### config.mk
export PLATFORM = sky130hd
export DESIGN_NAME = pwm_shadow_timer
export DESIGN_NICKNAME = d
export VERILOG_FILES = /design/src/rtl/pwm_shadow_pkg.sv /design/src/rtl/pwm_reg_ctrl.sv /design/src/rtl/pwm_datapath.sv /design/src/rtl/pwm_shadow_timer.sv
export SDC_FILE = /design/constraint.sdc
export NUM_CORES = 1
export LEC_CHECK = 0
export BUFFER_PORTS_ARGS = -buffer_cell sky130_fd_sc_hd__buf_4
export CAP_MARGIN = 30
export CELL_PAD_IN_SITES_DETAIL_PLACEMENT = 1
export CELL_PAD_IN_SITES_GLOBAL_PLACEMENT = 1
export CORE_MARGIN = 10
export CORE_UTILIZATION = 40
export CTS_BUF_LIST = sky130_fd_sc_hd__clkbuf_16
export DETAILED_ROUTE_END_ITERATION = 6
export GPL_ROUTABILITY_DRIVEN = 1
export PLACE_DENSITY_LB_ADDON = 0.1
export SLEW_MARGIN = 5
export SYNTH_ARGS = -nofsm -noshare
export SYNTH_HDL_FRONTEND = slang
export SYNTH_HIERARCHICAL = 1
export SYNTH_SLANG_ARGS = --single-unit
### constraint.sdc
create_clock -name clk -period 6 [get_ports clk]
set_input_delay 0.6 -clock clk [delete_from_list [all_inputs] [get_ports clk]]
set_output_delay 0.6 -clock clk [all_outputs]
set_load 0.01 [all_outputs]
### src/rtl/pwm_shadow_pkg.sv
package pwm_shadow_pkg;

  // Register offsets on the 2-bit address port
  localparam int unsigned ADDR_W = 2;
  localparam logic [ADDR_W-1:0] ADDR_CTRL    = 2'd0;
  localparam logic [ADDR_W-1:0] ADDR_EVENT   = 2'd1;
  localparam logic [ADDR_W-1:0] ADDR_PERIOD  = 2'd2;
  localparam logic [ADDR_W-1:0] ADDR_COMPARE = 2'd3;

  // Bit positions inside the control register
  localparam int unsigned CTRL_RUN_BIT   = 0;
  localparam int unsigned CTRL_HOLD_BIT  = 1;
  localparam int unsigned CTRL_MODE_LSB  = 2;
  localparam int unsigned MODE_W         = 2;
  localparam int unsigned EVENT_GEN_BIT  = 0;

  typedef enum logic [MODE_W-1:0] {
    OUT_PWM     = 2'd0,
    OUT_HIGH    = 2'd1,
    OUT_LOW     = 2'd2,
    OUT_LOW_ALT = 2'd3
  } outMode_e;

  // Strobes from control to datapath
  typedef struct packed {
    logic     countEn;
    logic     loadShadow;
    logic     clearCount;
    outMode_e outMode;
  } dpCtrl_t;

endpackage

### src/rtl/pwm_reg_ctrl.sv
module pwm_reg_ctrl
  import pwm_shadow_pkg::*;
#(
  parameter int unsigned        DATA_W     = 16,
  parameter logic [DATA_W-1:0]  PERIOD_RST = '1
) (
  input  logic              clk,
  input  logic              rstN,
  input  logic              wrEn,
  input  logic              rdEn,
  input  logic [ADDR_W-1:0] addr,
  input  logic [DATA_W-1:0] wrData,
  input  logic              atPeriodEnd,
  output dpCtrl_t           dpCtrl,
  output logic [DATA_W-1:0] prePeriod,
  output logic [DATA_W-1:0] preCompare,
  output logic [DATA_W-1:0] rdData,
  output logic              updateFlag,
  output logic              updateDisable
);

  localparam int unsigned CTRL_BITS = CTRL_MODE_LSB + MODE_W;

  logic     runBit;
  logic     holdBit;
  outMode_e modeSel;

  logic wrCtrl, wrPeriod, wrCompare, genHit;
  logic wrapEvt, updEvt;
  logic [DATA_W-1:0] rdNext;
  logic [CTRL_BITS-1:0] ctrlView;

  // Write decode
  always_comb begin
    wrCtrl    = wrEn && (addr == ADDR_CTRL);
    wrPeriod  = wrEn && (addr == ADDR_PERIOD);
    wrCompare = wrEn && (addr == ADDR_COMPARE);
    genHit    = wrEn && (addr == ADDR_EVENT) && wrData[EVENT_GEN_BIT];
  end

  // Update-event generation
  always_comb begin
    wrapEvt = runBit && atPeriodEnd;
    updEvt  = (wrapEvt || genHit) && !holdBit;
  end

  // Control register
  always_ff @(posedge clk or negedge rstN) begin
    if (!rstN) begin
      runBit  <= 1'b0;
      holdBit <= 1'b0;
      modeSel <= OUT_PWM;
    end else if (wrCtrl) begin
      runBit  <= wrData[CTRL_RUN_BIT];
      holdBit <= wrData[CTRL_HOLD_BIT];
      modeSel <= outMode_e'(wrData[CTRL_MODE_LSB +: MODE_W]);
    end
  end

  // Preload registers
  always_ff @(posedge clk or negedge rstN) begin
    if (!rstN) begin
      prePeriod  <= PERIOD_RST;
      preCompare <= '0;
    end else begin
      if (wrPeriod)  prePeriod  <= wrData;
      if (wrCompare) preCompare <= wrData;
    end
  end

  // Flag aligned with the first clock of the new active pair
  always_ff @(posedge clk or negedge rstN) begin
    if (!rstN) updateFlag <= 1'b0;
    else       updateFlag <= updEvt;
  end

  // Read path
  always_comb begin
    ctrlView = '0;
    ctrlView[CTRL_RUN_BIT]              = runBit;
    ctrlView[CTRL_HOLD_BIT]             = holdBit;
    ctrlView[CTRL_MODE_LSB +: MODE_W]   = modeSel;
    rdNext = '0;
    unique case (addr)
      ADDR_CTRL:    rdNext[CTRL_BITS-1:0] = ctrlView;
      ADDR_EVENT:   rdNext = '0;
      ADDR_PERIOD:  rdNext = prePeriod;
      ADDR_COMPARE: rdNext = preCompare;
      default:      rdNext = '0;
    endcase
  end

  always_ff @(posedge clk or negedge rstN) begin
    if (!rstN)     rdData <= '0;
    else if (rdEn) rdData <= rdNext;
  end

  // Strobes to datapath
  always_comb begin
    dpCtrl.countEn    = runBit;
    dpCtrl.loadShadow = updEvt;
    dpCtrl.clearCount = genHit && !holdBit;
    dpCtrl.outMode    = modeSel;
    updateDisable     = holdBit;
  end

endmodule

### src/rtl/pwm_datapath.sv
module pwm_datapath
  import pwm_shadow_pkg::*;
#(
  parameter int unsigned        DATA_W     = 16,
  parameter logic [DATA_W-1:0]  PERIOD_RST = '1
) (
  input  logic              clk,
  input  logic              rstN,
  input  dpCtrl_t           dpCtrl,
  input  logic [DATA_W-1:0] prePeriod,
  input  logic [DATA_W-1:0] preCompare,
  output logic [DATA_W-1:0] cnt,
  output logic [DATA_W-1:0] actPeriod,
  output logic [DATA_W-1:0] actCompare,
  output logic              atPeriodEnd,
  output logic              pwmOut
);

  logic pwmActive;

  assign atPeriodEnd = (cnt == actPeriod);

  // Active (shadow) pair, loaded together
  always_ff @(posedge clk or negedge rstN) begin
    if (!rstN) begin
      actPeriod  <= PERIOD_RST;
      actCompare <= '0;
    end else if (dpCtrl.loadShadow) begin
      actPeriod  <= prePeriod;
      actCompare <= preCompare;
    end
  end

  // Up-counter with wrap at the active period
  always_ff @(posedge clk or negedge rstN) begin
    if (!rstN) begin
      cnt <= '0;
    end else if (dpCtrl.clearCount) begin
      cnt <= '0;
    end else if (dpCtrl.countEn) begin
      if (atPeriodEnd) cnt <= '0;
      else             cnt <= cnt + 1'b1;
    end
  end

  // Compare and output source select
  always_comb begin
    pwmActive = (cnt < actCompare);
    unique case (dpCtrl.outMode)
      OUT_PWM:     pwmOut = pwmActive;
      OUT_HIGH:    pwmOut = 1'b1;
      OUT_LOW:     pwmOut = 1'b0;
      OUT_LOW_ALT: pwmOut = 1'b0;
      default:     pwmOut = 1'b0;
    endcase
  end

endmodule

### src/rtl/pwm_shadow_timer.sv
module pwm_shadow_timer
  import pwm_shadow_pkg::*;
#(
  parameter int unsigned        DATA_W     = 16,
  parameter logic [DATA_W-1:0]  PERIOD_RST = '1
) (
  input  logic              clk,
  input  logic              rstN,
  input  logic              wrEn,
  input  logic              rdEn,
  input  logic [ADDR_W-1:0] addr,
  input  logic [DATA_W-1:0] wrData,
  output logic [DATA_W-1:0] rdData,
  output logic              pwmOut,
  output logic              updateFlag
);

  dpCtrl_t           dpCtrl;
  logic [DATA_W-1:0] prePeriod;
  logic [DATA_W-1:0] preCompare;
  logic [DATA_W-1:0] cnt;
  logic [DATA_W-1:0] actPeriod;
  logic [DATA_W-1:0] actCompare;
  logic              atPeriodEnd;
  logic              updateDisable;

  pwm_reg_ctrl #(
    .DATA_W     (DATA_W),
    .PERIOD_RST (PERIOD_RST)
  ) ctrl (
    .clk           (clk),
    .rstN          (rstN),
    .wrEn          (wrEn),
    .rdEn          (rdEn),
    .addr          (addr),
    .wrData        (wrData),
    .atPeriodEnd   (atPeriodEnd),
    .dpCtrl        (dpCtrl),
    .prePeriod     (prePeriod),
    .preCompare    (preCompare),
    .rdData        (rdData),
    .updateFlag    (updateFlag),
    .updateDisable (updateDisable)
  );

  pwm_datapath #(
    .DATA_W     (DATA_W),
    .PERIOD_RST (PERIOD_RST)
  ) dp (
    .clk         (clk),
    .rstN        (rstN),
    .dpCtrl      (dpCtrl),
    .prePeriod   (prePeriod),
    .preCompare  (preCompare),
    .cnt         (cnt),
    .actPeriod   (actPeriod),
    .actCompare  (actCompare),
    .atPeriodEnd (atPeriodEnd),
    .pwmOut      (pwmOut)
  );

endmodule

==> impl_metrics.py, run 1 <==
metrics = {
    "sta": {
        "setup-tns-final_ns": 0,
        "post-route-period-util": 0.525,
        "hold_ws_ns": 0.236,
        "slew_headroom": 0.451,
        "setup_slack_ns": 2.85,
        "rsz0062_at_grt": "no",
        "worst_pin_slew_ns": 0.818,
        "drv_slew": 0,
        "clock_skew_ns": 0.00728,
        "min_period_ns": 3.15,
        "fmax_mhz": 318,
        "finalSetupViolCount": 0,
        "hold_violations": 0,
    },
    "yosys": {
        "synth_compound_area_frac": 0.0766,
        "synth_cell_types": 45,
        "netlist_area_um2": 4960,
        "postSynthCellCount": 406,
        "ys_async_sr_fraction": 1.00,
        "synthXorXnorAreaFrac": 0.0476,
        "synth_simple_gate_area_frac": 0.0940,
        "synth-edff-count": 0,
        "synth.avg_cell_area_um2": 12.2,
        "synth.area.mux_share": 0.168,
        "synth_top_family_by_area": "multiplexers",
        "synth_area_leader_cell": "dfrtp_1",
        "yosys_warnings": 6,
        "synth_nets": 444,
        "synthTopCellsByArea": "dfrtp_1 (35%), dfstp_2 (17%), mux2_2 (7.5%)",
        "synthAdderAreaFrac": 0.0403,
        "ys_ff_latch": 101,
        "synth_flop_cell": "dfrtp_1",
        "ys_seq_area_frac": 0.517,
        "synth_top_area_share": 0.348,
    },
    "flow_run": {
        "drv_cap": 0,
    },
    "worst_setup_path": {
        "crit_buf_inv": 1,
        "worstPathMaxFanout": 10,
        "crit_required_ns": 5.40,
        "slowest_stage": "dfrtp_1",
        "worstPathCellList": "ha_1 > a21o_1 > a21o_1 > a21oi_1 > o311ai_0 > a211oi_1 > buf_4",
        "cp_data_arrival_time_ns": 2.55,
        "cp-start-kind": "flop",
        "crit_type": "reg -> out",
        "crit_family": "compound AO/OA/AOI/OAI gates",
        "cp_common_cell": "a21o_1",
        "slowest_delay_ns": 0.51,
        "end_kind": "output pin",
    },
    "detailed_routing": {
        "drt-total-wl_mm": 11.4,
        "vias_per_cell": 5.14,
        "drc": 0,
        "drt-initial-drc-count": 142,
        "firstDrtPassIters": 4,
        "ant_nets": 0,
        "wl_per_cell_um": 18.6,
        "num_vias": 3141,
    },
    "floorplanning": {
        "ios": 40,
        "core_um2": 12100,
        "row_count": 40,
        "die_w_um": 131,
        "start_util": 0.412,
        "dieHeight_um": 131,
        "die_area_um2": 17300,
    },
    "cts": {
        "cts_tree": "built",
        "clockBufferDepth": 2,
        "cts_resized": 0,
        "path_clk_slew_ns": 0.07,
        "htree_num_levels": 3,
        "numClockSinks": 101,
        "numCtsBuffers": 9,
        "worstSkewPairLatency_ns": 0.35,
        "cts_setup_buffers": 0,
        "cts_root_buffer": "clkbuf_16",
        "ctsHoldBuffers": 0,
    },
    "placed_design": {
        "dp_slack_ns": 2.92,
        "numPortBuffers": 39,
        "place_area_um2": 5350,
        "gp_congestion": 0.749,
        "dp_hpwl_mm": 8.35,
    },
    "finish": {
        "fin_nets": 476,
        "n_fill_cell": 1299,
        "diodes": 0,
        "design_area_um2": 5680,
        "multi_input_area_um2": 2130,
        "ff_latch_area_um2": 2570,
        "drive_gt1_frac": 0.343,
        "area_growth_pct": 14.4,
    },
    "global_route": {
        "grt_antenna_before_repair": 0,
        "grt_pass1_wl_mm": 19.2,
        "grt.overflow.total": 0,
        "grt_max_degree": 65,
        "grt_use_total": 0.137,
        "grt_pass1_vias": 3441,
    },
    "power": {
        "peakVddDrop_mv": 0.170,
        "power.leakage_nw": 2.66,
        "power_density_nw_per_um2": 392,
        "p_total_mw": 2.23,
    },
    "status": {
        "status": "complete, no violations",
    },
    "hold_path": {
        "hold_class": "in -> async",
    },
}
-- Yosys cell counts, drive strengths merged (3+ instances only) --
master and instances:
dfrtp 69, o21ai 20, xor2 24, mux2 53, o221ai 4, clkbuf 7
a21oi 4, dfstp 32, nor4 5, nand4 7, nand4bb 4, nand2 25
a21o 7, nor3 5, a211oi 3, nand3 6, o22ai 12, buf 13
xnor2 3, inv 35, ha 16, mux2i 16, o211ai 3, nor2 16
o2111ai 3, nor2b 3
-- metrics by stage --
step,instances,util
global placement,595,0.443
detailed placement,595,0.443
finish,611,0.471
global route,611,0.471
floorplan,406,-
CTS,611,0.471
-- state kept, by name, summed over array words and instances (netlist names) --
register / cells
ctrl/modeSel: 2
ctrl/preCompare: 16
ctrl/prePeriod: 16
ctrl/rdData: 16
ctrl/runBit: 1
ctrl/updateDisable: 1
ctrl/updateFlag: 1
dp/actCompare: 16
dp/actPeriod: 16
dp/cnt: 16
-- logic make-up after synthesis --
family                   Yosys count
AND/OR/NAND/NOR                   80
buffers and inverters             55
XOR/XNOR                          27
multiplexers                      69
flip-flops                       101
adder cells (fa/ha/maj)           16
AO/OA/AOI/OAI                     58
-- worst reg2reg max path: cells and delay by family (launching register included) --
family / cells / cell delay [ns]
simple gates: 3 / 0.80
buf+inv: 2 / 0.59
flops: 1 / 0.51
mux: 1 / 0.41
xor+xnor: 1 / 0.23
compound gates: 1 / 0.14
-- power by group --
part	total (mW)	internal (mW)	switching (mW)
logic	0.514	0.266	0.248
clock network	0.643	0.373	0.270
registers	1.07	0.915	0.153
-- per-layer routing --
| metal | track usage | vias up | share of wire |
|---|---|---|---|
| li1 | - | 1484 | - |
| met1 | 0.187 | 1606 | 0.50 |
| met2 | 0.207 | 39 | 0.45 |
| met3 | 0.0373 | 12 | 0.036 |
| met4 | 0.0445 | 0 | 0.014 |
| met5 | 0 | - | 0 |
-- area by class of cell --
type / count / share of cell area
timing repair buffer: 41 / 0.0542
inverter: 35 / 0.0231
multi-input combinational: 250 / 0.375
clock inverter: 7 / 0.0194
sequential: 101 / 0.452
tap: 168 / 0.0370
clock buffer: 9 / 0.0396
-- layout by cell type (no fill, tap or decap), types with 2 or more instances in the layout --
cell type	n
dfrtp_1	69
buf_4	41
inv_1	35
mux2_2	33
dfstp_2	32
nand2_1	25
xor2_1	24
mux2_4	20
o21ai_0	19
mux2i_1	16
nor2_1	16
ha_1	16
o22ai_1	12
clkbuf_16	9
a21o_1	7
nand4_1	6
nor3_1	5
nand3_1	5
nand4bb_1	4
o221ai_1	4
a21oi_1	4
a211oi_1	3
nor4_1	3
xnor2_1	3
nor2b_1	3
o211ai_1	3
bufinv_16	2
clkinv_4	2
nand2b_1	2
nor4_2	2
o2111ai_1	2
-- worst paths after layout --
kind	startpoint	endpoint	slack (ns)	depth (start not counted)
setup / recovery	dp/cnt[9]	pwmOut	2.85	7
hold / removal	rstN	dp/cnt[13]	0.24	1
setup reg to reg	dp/cnt[9]	dp/actPeriod[11]	3.26	8
hold reg to reg	dp/actCompare[0]	dp/actCompare[0]	0.51	1
max in group asynchronous	rstN	dp/actCompare[7]	4.58	2
min in group clk	wrData[7]	ctrl/prePeriod[7]	0.49	2
(Power assumes the default switching activity.)
==> run 2: changes to the inputs <==
clock period = 2.7 ns   (was 6 ns; I/O delays follow)
==> run 2 against run 1 <==
Effect of this change: sequential power increased by 120%; final cell count grew 0.82%; utilization is 0.093 points higher; largest power group unchanged; clock power rose by 90%; sequential share of layout area down 0.067 points; power increased by 110%; die area did not move; design area rose by 0.20%; worst setup slack worse by 2.7 ns; highest routed layer unchanged; sequential cell count unchanged; routed wire length down 0.42%.
==> impl_metrics.py, run 2 (synthesis results as in run 1) <==
metrics = {
    "status": {
        "status": "complete, no violations",
    },
    "cts": {
        "cts_root_buffer": "clkbuf_16",
        "worstSkewPairLatency_ns": 0.35,
        "htree_num_levels": 3,
        "clockBufferDepth": 2,
        "cts_tree": "built",
        "numCtsBuffers": 9,
        "path_clk_slew_ns": 0.07,
        "numClockSinks": 101,
    },
    "detailed_routing": {
        "firstDrtPassIters": 4,
        "drt-total-wl_mm": 11.3,
        "ant_nets": 0,
        "vias_per_cell": 5.09,
        "num_vias": 3138,
        "drc": 0,
        "drt-initial-drc-count": 233,
        "wl_per_cell_um": 18.4,
    },
    "floorplanning": {
        "core_um2": 12100,
        "die_area_um2": 17300,
        "row_count": 40,
        "ios": 40,
        "start_util": 0.412,
        "dieHeight_um": 131,
        "die_w_um": 131,
    },
    "finish": {
        "final_common_cell": "dfrtp_1",
        "diodes": 0,
        "postLayoutCoreUtil": 0.472,
        "stdcell_count": 616,
        "fin_nets": 481,
        "drive_gt1_frac": 0.350,
        "area_growth_pct": 14.7,
        "most-common-layout-cells": "dfrtp_1 (68), buf_4 (43), inv_1 (36), mux2_2 (33), dfstp_2 (32)",
    },
    "power": {
        "power.leakage_nw": 2.67,
        "power.share.combinational": 0.242,
        "swShare": 0.311,
        "peakVddDrop_mv": 0.375,
        "power_density_nw_per_um2": 833,
        "power.clock.fraction": 0.258,
        "p_seq_frac": 0.500,
        "p_int_mw": 3.27,
        "p_sw_mw": 1.48,
    },
    "global_route": {
        "grt_pass1_wl_mm": 19.1,
        "grt_max_degree": 52,
        "grt.overflow.total": 0,
        "grt_use_total": 0.138,
        "grt_pass1_vias": 3461,
        "grt_antenna_before_repair": 0,
    },
    "worst_setup_path": {
        "cp_data_arrival_time_ns": 2.32,
        "r2r_end": "dp/actPeriod[13]",
        "crit_type": "reg -> out",
        "worstPathMaxFanout": 7,
        "crit_required_ns": 2.43,
        "rr_worst_depth": 9,
        "cp-start-kind": "flop",
        "r2r_start": "dp/cnt[9]",
        "reg2reg_slack_ns": 0.34,
        "end_kind": "output pin",
    },
    "placed_design": {
        "gp_congestion": 0.784,
        "dp_hpwl_mm": 8.38,
        "dp.cells": 598,
        "numPortBuffers": 39,
    },
    "sta": {
        "setup-tns-final_ns": 0,
        "drv_slew": 0,
        "min_period_ns": 2.59,
        "fmax_mhz": 386,
        "slew_headroom": 0.547,
        "clock_skew_ns": 0.00616,
        "post-route-period-util": 0.960,
        "finalSetupViolCount": 0,
        "hold_violations": 0,
        "rsz0062_at_grt": "no",
        "worst_pin_slew_ns": 0.680,
    },
    "hold_path": {
        "hold_class": "in -> reg",
        "min-delay-start": "wrData[10]",
        "hold_depth": 2,
        "holdPathEnd": "ctrl/preCompare[10]",
    },
    "flow_run": {
        "drv_cap": 0,
    },
}
-- run 2: timing repair --
| item | in CTS | in global routing |
|---|---|---|
| resized for setup | 1 | 1 |
| pin swaps | 1 | 1 |
| buffers inserted | 1 | 0 |
| setup endpoints to repair | 1 | 1 |
| endpoints found under the hold margin | 36 | 0 |
| hold buffers | 1 | 0 |
-- run 2: per-layer routing --
layer	up-vias	wire length (um)	GRT usage
met5	-	0	0
met4	0	125	0.0328
met3	12	568	0.0480
met2	42	4960	0.198
met1	1594	5680	0.193
li1	1490	-	-
-- run 2: worst max path at each step --
stage              start                end  slack (ns)  cells after the start
4_1_cts        dp/cnt[5]             pwmOut       0.005                      7
2_1_floorplan  dp/cnt[5]  dp/actCompare[15]        0.32                     11
3_3_place_gp   dp/cnt[9]             pwmOut        0.29                      7
6_report       dp/cnt[5]             pwmOut        0.11                      7
3_5_place_dp   dp/cnt[9]             pwmOut        0.28                      7
5_1_grt        dp/cnt[5]             pwmOut        0.02                      7
-- run 2: stage by stage --
stage	hold slack, ns	setup slack (ns)	power (mW)	instance area, um^2
floorplan	-0.0256	0.319	3.12	4960
global placement	0.367	0.286	3.52	5390
detailed placement	0.368	0.283	3.57	5390
CTS	0.144	0.00537	4.82	5690
global route	0.143	0.0217	5.10	5690
finish	0.163	0.108	4.74	5690
-- run 2: critical path: stages (launching register included) --
cell,delay (ns)
dfrtp_1,0.50
ha_1,0.36
a21o_1,0.16
a21o_1,0.17
a21oi_1,0.13
o311ai_0,0.17
a211oi_2,0.31
buf_4,0.18
-- run 2: layout make-up --
cell class                      count  area [um^2]
Sequential cell                   101         2570
Fill cell                        1260         6370
Multi-Input combinational cell    250         2130
Clock inverter                      7         50.0
Timing Repair Buffer               46          373
Tap cell                          168          210
Inverter                           35          131
Clock buffer                        9          225
-- run 2: power groups by stage --
stage / Clock (mW) / Combinational, mW / Sequential (mW)
3_3_place_gp: 0 / 1.13 / 2.39
6_report: 1.22 / 1.15 / 2.37
2_1_floorplan: 0 / 0.849 / 2.27
4_1_cts: 1.27 / 1.17 / 2.38
5_1_grt: 1.34 / 1.31 / 2.44
3_5_place_dp: 0 / 1.16 / 2.41
==> run 3: changes to the inputs <==
BUFFER_PORTS_ARGS = -buffer_cell sky130_fd_sc_hd__buf_2   (was -buffer_cell sky130_fd_sc_hd__buf_4)
==> run 3 against run 2 <==
Effect of this change: non-clock buffer count rose by 4; fmax grew 2.4%; global-route usage rose by 0.073 points; first-iteration DRC count is 22% lower; sequential share of layout area grew 0.31 points; final cell count up 0.65%; via count down 0.64%; clock-buffer cell count stayed put; utilization is 0.30 points lower.
==> impl_metrics.py, run 3 (synthesis results as in run 1) <==
metrics = {
    "worst_setup_path": {
        "end_kind": "output pin",
        "crit_required_ns": 2.43,
        "r2r_end": "dp/actPeriod[11]",
        "cp-start-kind": "flop",
        "reg2reg_slack_ns": 0.32,
        "r2r_start": "dp/cnt[9]",
        "crit_end": "pwmOut",
        "cp_data_arrival_time_ns": 2.26,
        "crit_type": "reg -> out",
        "rr_worst_depth": 9,
        "worstPathMaxFanout": 6,
        "critPathLaunch": "dp/cnt[5]",
    },
    "finish": {
        "fin_nets": 485,
        "final_common_cell": "dfrtp_1",
        "drive_gt1_frac": 0.358,
        "postLayoutCoreUtil": 0.469,
        "diodes": 0,
        "stdcell_count": 620,
        "most-common-layout-cells": "dfrtp_1 (67), buf_2 (38), inv_1 (36), mux2_2 (33), dfstp_2 (32)",
        "area_growth_pct": 13.9,
        "design_area_um2": 5660,
    },
    "global_route": {
        "grt_max_degree": 52,
        "grt_pass1_wl_mm": 19.2,
        "grt_use_total": 0.138,
        "grt_antenna_before_repair": 0,
        "grt.overflow.total": 0,
        "grt_pass1_vias": 3431,
    },
    "placed_design": {
        "dp_slack_ns": 0.262,
        "numPortBuffers": 39,
        "dp_hpwl_mm": 8.42,
        "gp_congestion": 0.736,
        "dp.cells": 599,
        "place_area_um2": 5310,
    },
    "floorplanning": {
        "start_util": 0.412,
        "die_area_um2": 17300,
        "ios": 40,
        "row_count": 40,
        "die_w_um": 131,
        "core_um2": 12100,
        "dieHeight_um": 131,
    },
    "detailed_routing": {
        "num_vias": 3118,
        "highest_layer": "met4",
        "firstDrtPassIters": 4,
        "drt-initial-drc-count": 181,
        "ant_nets": 0,
        "drc": 0,
        "wl_met3_um": 428,
        "drt-total-wl_mm": 11.5,
        "wl_per_cell_um": 18.5,
        "vias_per_cell": 5.03,
        "wl_met2_mm": 5.18,
        "m1WireLength_mm": 5.74,
    },
    "sta": {
        "worst_pin_slew_ns": 0.699,
        "finalSetupViolCount": 0,
        "setup_slack_ns": 0.168,
        "rsz0062_at_grt": "no",
        "hold_ws_ns": 0.161,
        "setup-tns-final_ns": 0,
        "clock_skew_ns": 0.00938,
        "post-route-period-util": 0.938,
        "min_period_ns": 2.53,
        "hold_violations": 0,
        "fmax_mhz": 395,
        "slew_headroom": 0.534,
        "drv_slew": 0,
    },
    "power": {
        "power.leakage_nw": 2.67,
        "p_int_mw": 3.35,
        "power.clock.fraction": 0.271,
        "power.share.combinational": 0.241,
        "p_seq_frac": 0.488,
        "p_total_mw": 4.85,
        "p_sw_mw": 1.50,
        "power_density_nw_per_um2": 857,
        "swShare": 0.309,
        "peakVddDrop_mv": 0.594,
    },
    "cts": {
        "worstSkewPairLatency_ns": 0.35,
        "cts_root_buffer": "clkbuf_16",
        "numCtsBuffers": 9,
        "clockBufferDepth": 2,
        "cts_tree": "built",
        "numClockSinks": 101,
        "path_clk_slew_ns": 0.07,
        "htree_num_levels": 3,
    },
    "hold_path": {
        "hold_class": "in -> reg",
    },
    "status": {
        "status": "complete, no violations",
    },
    "flow_run": {
        "drv_cap": 0,
    },
}
run 3: cell type report:
class | instances | area (um^2)
timing repair buffer | 50 | 308
fill | 1280 | 6400
sequential | 101 | 2570
multi-input combinational | 250 | 2140
clock inverter | 7 | 73.8
inverter | 35 | 131
clock buffer | 9 | 225
tap | 168 | 210
run 3: worst min path at each step:
stage                     startpoint                  to  slack [ns]  cells after the start
after floorplan                 rstN     ctrl/modeSel[0]       -0.03                      0
after global placement          rstN          dp/cnt[13]        0.36                      1
after detailed placement        rstN          dp/cnt[12]        0.38                      1
after CTS                  wrData[8]   ctrl/prePeriod[8]        0.14                      2
after global routing       wrData[7]  ctrl/preCompare[7]        0.15                      2
final                      wrData[8]  ctrl/preCompare[8]        0.16                      2
run 3: critical path, cell delays in order, from the launching register on:
cell and delay, ns:
dfrtp_2 0.46, ha_1 0.32, a21o_1 0.16, a21o_1 0.17, a21oi_1 0.14, o311ai_1 0.12
a211oi_1 0.33, buf_2 0.20
run 3: power groups by stage:
stage               combinational, mW  clock (mW)  sequential (mW)
floorplan                       0.849           0             2.27
global placement                 1.10           0             2.39
finish                           1.17        1.32             2.37
detailed placement               1.14           0             2.40
CTS                              1.16        1.37             2.38
global route                     1.33        1.44             2.43
run 3: layer usage:
layer	global-route usage	up-vias
met5	0	-
met3	0.0450	10
met2	0.206	37
met4	0.0334	0
met1	0.190	1572
li1	-	1499
run 3: timing repair:
item,CTS,global route
gates resized for setup,3,2
buffers inserted,1,3
hold buffers,1,0
endpoints found under the hold margin,41,0
pin swaps,1,1
endpoints found under the setup margin,1,1
